File: src/rtl/xfer_pkg.sv
package xfer_pkg;
    localparam int NREG = 3;

    // lower-numbered of the two registers other than k
    function automatic int lo_src(input int k);
        return (k == 0) ? 1 : 0;
    endfunction

    // higher-numbered of the two registers other than k
    function automatic int hi_src(input int k);
        return (k == NREG - 1) ? NREG - 2 : NREG - 1;
    endfunction
endpackage

File: src/rtl/xfer_src_mux.sv
module xfer_src_mux #(
    parameter int W = 8
) (
    input  logic [W-1:0] lo_in,
    input  logic [W-1:0] hi_in,
    input  logic         pick_hi,
    output logic [W-1:0] y
);
    always_comb begin
        y = pick_hi ? hi_in : lo_in;
    end
endmodule

File: src/rtl/xfer_reg_cell.sv
module xfer_reg_cell #(
    parameter int W = 8
) (
    input  logic         clk,
    input  logic         rst,
    input  logic         init_we,
    input  logic [W-1:0] init_d,
    input  logic         ld,
    input  logic [W-1:0] d,
    output logic [W-1:0] q
);
    always_ff @(posedge clk) begin
        if (rst) begin
            q <= '0;
        end else if (init_we) begin
            q <= init_d;
        end else if (ld) begin
            q <= d;
        end
    end
endmodule

File: src/rtl/xfer_net_top.sv
module xfer_net_top #(
    parameter int W = 8
) (
    input  logic         clk,
    input  logic         rst,
    input  logic         init_we,
    input  logic [W-1:0] init_d0,
    input  logic [W-1:0] init_d1,
    input  logic [W-1:0] init_d2,
    input  logic [2:0]   sel,
    input  logic [2:0]   ld_en,
    output logic [W-1:0] q0,
    output logic [W-1:0] q1,
    output logic [W-1:0] q2
);
    import xfer_pkg::*;

    logic [W-1:0] bank   [NREG];
    logic [W-1:0] next_d [NREG];
    logic [W-1:0] seed   [NREG];

    always_comb begin
        seed[0] = init_d0;
        seed[1] = init_d1;
        seed[2] = init_d2;
    end

    for (genvar k = 0; k < NREG; k++) begin : g_reg
        localparam int LO = lo_src(k);
        localparam int HI = hi_src(k);

        xfer_src_mux #(.W(W)) u_mux (
            .lo_in   (bank[LO]),
            .hi_in   (bank[HI]),
            .pick_hi (sel[k]),
            .y       (next_d[k])
        );

        xfer_reg_cell #(.W(W)) u_cell (
            .clk     (clk),
            .rst     (rst),
            .init_we (init_we),
            .init_d  (seed[k]),
            .ld      (ld_en[k]),
            .d       (next_d[k]),
            .q       (bank[k])
        );
    end

    assign q0 = bank[0];
    assign q1 = bank[1];
    assign q2 = bank[2];
endmodule

File: config.mk
export PLATFORM = sky130hd
export DESIGN_NAME = xfer_net_top
export DESIGN_NICKNAME = d
export VERILOG_FILES = /design/src/rtl/xfer_pkg.sv /design/src/rtl/xfer_src_mux.sv /design/src/rtl/xfer_reg_cell.sv /design/src/rtl/xfer_net_top.sv
export SDC_FILE = /design/constraint.sdc
export NUM_CORES = 1
export LEC_CHECK = 0
export ABC_AREA = 1
export CAP_MARGIN = 20
export CORE_UTILIZATION = 44
export CTS_BUF_LIST = sky130_fd_sc_hd__clkbuf_16
export DETAILED_ROUTE_END_ITERATION = 6
export PLACE_DENSITY_LB_ADDON = 0.15
export SLEW_MARGIN = 25
export SYNTH_ARGS = -nofsm -noshare
export SYNTH_HDL_FRONTEND = slang
export SYNTH_HIERARCHICAL = 1
export SYNTH_SLANG_ARGS = --single-unit
File: constraint.sdc
create_clock -name clk -period 1.07 [get_ports clk]
set_clock_uncertainty 0.05 [all_clocks]
set_input_delay 0.1605 -clock clk [delete_from_list [all_inputs] [get_ports clk]]
set_output_delay 0.1605 -clock clk [all_outputs]
set_load 0.005 [all_outputs]
==> reports/qor.yml, run 1 <==
run_status:
  status: "finished clean"
yosys:
  yosys_register_bits: 24
  ys_warn_count: 6
  syn_area_um2: 1540
  muxShareOfSynthArea_pct: 0
  synth-xor-area-share_pct: 0
  synth_compound_area_share_pct: 0
  synth_top_family_by_area: "simple AND/OR/NAND/NOR gates"
  ys_types: 9
  synthAdderAreaFrac_pct: 0
  yosys.area_share.simple_pct: 54.5
  synthCells: 261
  yosysSeqAreaShare_pct: 31.1
  postSynthNetCount: 294
  avgSynthCellArea_um2: 5.91
cts:
  clk_path_buf_depth: 2
  post-cts-setup-buffer-count: 0
  cts_tree: "built"
  hold_buffers: 0
  clk_latency_ps: 260
  clockRootBuffer: "clkbuf_16"
  clkTransAtPathRegs_ps: 60
  cts_max_level: 1
  cts_buffers: 3
  cts_sinks: 24
timing:
  fmaxAchievable_mhz: 956
  period_share_pct: 97.7
  setup_violations: 0
  drv_slew: 0
  slew_headroom_pct: 88.4
  fin_hold_ws_ps: 497
  tightestPinTransition_ps: 174
  rsz0062_at_grt: "false"
  period_needed_ps: 1050
  hold_viol: 0
  tns_ps: 0
critical_path:
  startpoint_type: "flip-flop"
  critical_path_arrival_ps: 840
  cp_slowest_cell: "dfxtp_2"
  path_max_fanout: 2
  cp_cell_sequence: "dlygate4sd2_1"
  crit_buf_inv: 1
  critPathMaxStageDelay_ps: 330
  cp_top_family: "flip-flops"
  cp-end-kind: "output port"
  worstSetupPathType: "flip-flop to output port"
  cp_data_required_time_ps: 860
finish:
  instances_no_fill: 392
  diodes: 0
  finish.instance_area_um2: 2450
  largestRegisters: "g.u_cell/q: 24 flops"
  multi_input_area_um2: 858
  fillers: 315
  regMostFlops: "g.u_cell/q"
  largest_reg_flops: 24
  seq_area_um2: 488
  final_net_count: 380
  final_layout_size_suffix_gt1_share_pct: 17.3
  finish.utilization_pct: 73.4
  area_growth_pct: 58.7
floorplanning:
  floorplan.initialDensity_pct: 46.2
  die-area_um2: 3750
  io_pins: 57
  die_y_um: 61.2
  num_rows: 21
  core_um2: 3340
  die_w_um: 61.2
run:
  maxCapViolCount: 0
grt:
  grt_max_degree: 18
  grt_pass1_vias: 1682
  grt_overflow_total: 0
  antenna_found_initial: 0
  grt_pass1_wl_mm: 7.53
  grt_usage_pct: 27.4
route:
  drc: 0
  final_antenna_net_count: 0
  drt_iter0_drc: 143
  viasPerCell: 4.88
  drt_first_pass_iters: 4
  drt-total-wl_mm: 4.58
  drt-wirelength-per-cell_um: 11.7
  vias: 1914
power:
  vdd.ir_drop.worst_uv: 1040
  pwr_density_cell_nw_per_um2: 1010
  p_leak_uw: 0.00143
placement:
  placed_cells: 388
  port_buffers: 56
  globalplace.congestion: 0.888
  place_area_um2: 2360
  hpwl_mm: 3.61
min_path:
  min_path_type: "input port to flip-flop"
-- synth_stat cells --
cell	n	area, um^2
nand2_1	144	541
nand3_1	48	240
dfxtp_1	24	480
inv_1	24	90.1
buf_6	6	67.6
inv_2	6	22.5
buf_4	3	22.5
inv_4	3	18.8
nor2_8	3	60.1
-- per-layer routing --
metal	GRT usage, %	up-vias	wire length (um)
met4	7.79	0	82
li1	-	969	-
met5	0	-	0
met3	3.57	8	317
met1	37.4	856	2020
met2	45.2	81	2160
-- logic make-up (layout without fill, tap and decap cells) --
family / count (synthesis) / after routing
DFF: 24 / 24
buffers and inverters: 42 / 127
and+or+nand+nor: 195 / 195
-- cell type report --
cell class,count,share of cell area (%)
Clock buffer,3,3.07
Sequential cell,24,19.9
Multi-Input combinational cell,195,35.1
Tap cell,46,2.35
Clock inverter,1,0.153
Inverter,33,5.37
Timing Repair Buffer,90,34.1
-- report_power, final --
part | internal [uW] | switching [uW]
clock network | 500 | 326
logic | 351 | 321
registers | 949 | 24.6
total | 1800 | 672
-- what timing repair did --
item | in CTS | in global routing
pin swaps | 0 | 1
endpoints found under the setup margin | 42 | 13
resized for setup | 35 | 15
-- path summary, 6_finish.rpt --
path	startpoint	endpoint	slack (ps)	depth (start not counted)
setup reg to reg	g_reg[2].u_cell/q[7]$_SDFFE_PP0P_	g_reg[1].u_cell/q[7]$_SDFFE_PP0P_	80	7
hold / removal	init_d1[3]	g_reg[1].u_cell/q[3]$_SDFFE_PP0P_	500	5
hold reg to reg	g_reg[0].u_cell/q[7]$_SDFFE_PP0P_	g_reg[0].u_cell/q[7]$_SDFFE_PP0P_	590	5
setup / recovery	g_reg[1].u_cell/q[0]$_SDFFE_PP0P_	q1[0]	20	1
-- layout by cell type, fill, tap and decap left out --
cell type        instances
buf_12                   3
buf_4                   29
buf_6                    1
buf_8                    1
clkbuf_16                3
clkbuf_2                 1
clkdlybuf4s15_1          7
clkdlybuf4s50_1         28
clkinv_1                 1
dfxtp_1                 18
dfxtp_2                  6
dlygate4sd2_1           20
inv_1                   24
inv_2                    6
inv_4                    3
nand2_1                143
nand2_2                  1
nand3_1                 45
nand3_2                  3
nor2_8                   3
-- metrics by stage --
stage	worst slack, ps	power (uW)
global route	0.943	2610
finish	24.3	2470
floorplan	277	1300
CTS	16.9	2480
detailed placement	-384	1690
global placement	-367	1680
(Power assumes the default switching activity.)
==> run 2, diff against run 1 <==
Clock period 1.07 ns to 1 ns, I/O delays scaled along.
==> reports/qor.yml, run 2 (synthesis gave the netlist of run 1 again) <==
finish:
  most-common-layout-cells: "107 x nand2_1, 36 x nand3_1, 36 x nand2_2, 25 x clkdlybuf4s50_1"
  final_layout_size_suffix_gt1_share_pct: 42.4
  largest_reg_flops: 24
  fillers: 260
  final_net_count: 382
  diodes: 0
  regMostFlops: "g.u_cell/q"
  area_growth_pct: 68.2
  layout_commonest_cell: "nand2_1"
  largestRegisters: "g.u_cell/q: 24 flops"
power:
  pwr_density_cell_nw_per_um2: 1070
  clock_power_share_pct: 32.7
  power_uw: 2760
  intPower_uw: 1960
  p_sw_share_pct: 29.2
  p_leak_uw: 0.00147
  combPwrFrac_pct: 28.8
  p_sw_uw: 807
  vdd.ir_drop.worst_uv: 637
  seqPwrFrac_pct: 38.5
timing:
  slew_headroom_pct: 85.6
  setup_violations: 0
  rsz0062_at_grt: "true"
  fmaxAchievable_mhz: 1020
  tns_ps: 0
  tightestPinTransition_ps: 216
  drv_slew: 0
  hold_viol: 0
  period_needed_ps: 982
  period_share_pct: 98.2
critical_path:
  cp_slowest_cell: "dfxtp_2"
  critPathMaxStageDelay_ps: 330
  cp_top_family: "flip-flops"
  rr_startpoint: "g_reg[1].u_cell/q[6]$_SDFFE_PP0P_"
  r2r_cells: 7
  cp_data_required_time_ps: 800
  path_max_fanout: 2
  cp_cell_sequence: "clkdlybuf4s15_1"
  critical_path_arrival_ps: 780
  path_depth: 1
  cp-end-kind: "output port"
  crit_buf_inv: 1
  r2r_slack_ps: 20
  startpoint_type: "flip-flop"
  worstSetupPathType: "flip-flop to output port"
  r2r-end: "g_reg[0].u_cell/q[6]$_SDFFE_PP0P_"
min_path:
  min_path_cells: 6
  min_to: "g_reg[1].u_cell/q[4]$_SDFFE_PP0P_"
  min_path_type: "input port to flip-flop"
  hold_path.startpoint: "ld_en[1]"
grt:
  grt_usage_pct: 29.2
  antenna_found_initial: 0
  grt_pass1_wl_mm: 7.91
  grt_overflow_total: 0
  grt_max_degree: 18
  grt_pass1_vias: 1772
route:
  final_antenna_net_count: 0
  drc: 0
  drt_first_pass_iters: 4
  drt_iter0_drc: 170
  drt-total-wl_mm: 5.32
  viasPerCell: 5.05
  drt-wirelength-per-cell_um: 13.5
  vias: 1986
placement:
  globalplace.congestion: 0.888
  port_buffers: 56
  hpwl_mm: 3.74
floorplanning:
  core_um2: 3340
  die_w_um: 61.2
  floorplan.initialDensity_pct: 46.2
  die_y_um: 61.2
  num_rows: 21
  die-area_um2: 3750
  io_pins: 57
cts:
  clk_path_buf_depth: 2
  cts_max_level: 1
  cts_sinks: 24
  clockRootBuffer: "clkbuf_16"
  cts_buffers: 3
  clk_latency_ps: 260
  cts_tree: "built"
  clkTransAtPathRegs_ps: 70
run_status:
  status: "finished clean"
run:
  maxCapViolCount: 0
[run 2: stage by stage]
step | hold WS, ps | std cells | utilization [%] | setup slack (ps) | instance area, um^2
after floorplan | 252 | 261 | - | 207 | 1540
after global placement | 576 | 388 | 70.8 | -426 | 2360
after detailed placement | 589 | 388 | 70.8 | -474 | 2360
after CTS | 477 | 391 | 74.2 | 0.0543 | 2480
after global routing | 405 | 393 | 77.8 | -64.3 | 2590
final | 373 | 393 | 77.8 | 17.7 | 2590
[run 2: worst max-delay path by stage]
stage / startpoint / endpoint / slack [ps]
finish: g_reg[1].u_cell/q[2]$_SDFFE_PP0P_ / q1[2] / 20
global route: g_reg[1].u_cell/q[6]$_SDFFE_PP0P_ / g_reg[0].u_cell/q[6]$_SDFFE_PP0P_ / -60
CTS: g_reg[0].u_cell/q[2]$_SDFFE_PP0P_ / q0[2] / 0.05
detailed placement: init_we / g_reg[0].u_cell/q[6]$_SDFFE_PP0P_ / -470
global placement: init_we / g_reg[0].u_cell/q[3]$_SDFFE_PP0P_ / -430
floorplan: g_reg[2].u_cell/q[0]$_SDFFE_PP0P_ / g_reg[0].u_cell/q[0]$_SDFFE_PP0P_ / 210
[run 2: metal layers]
layer | wire length (um) | track usage, %
met2 | 2680 | 49.4
met1 | 2190 | 36.6
met4 | 130 | 10.7
met3 | 324 | 6.09
met5 | 0 | 0
[run 2: area by class of cell]
type / count / area, um^2 / share of cell area (%)
flip-flops and latches: 24 / 510 / 19.7
clock buffers: 3 / 75.1 / 2.89
multi-input cells: 195 / 998 / 38.5
repair buffers: 92 / 822 / 31.7
inverters: 33 / 131 / 5.06
well taps: 46 / 57.6 / 2.22
[run 2: power groups by stage]
| stage | clock [uW] | combinational, uW | sequential [uW] |
|---|---|---|---|
| CTS | 894 | 728 | 1050 |
| detailed placement | 0 | 746 | 1060 |
| floorplan | 0 | 303 | 1090 |
| global route | 955 | 862 | 1070 |
| global placement | 0 | 738 | 1060 |
| finish | 904 | 795 | 1070 |
[run 2: timing repair]
| action | in CTS | in global routing |
|---|---|---|
| resized for setup | 80 | 99 |
| gates cloned | 0 | 2 |
| hold buffers | 0 | 0 |
| setup endpoints to repair | 48 | 46 |
| buffers inserted | 0 | 2 |
| pin swaps | 1 | 40 |
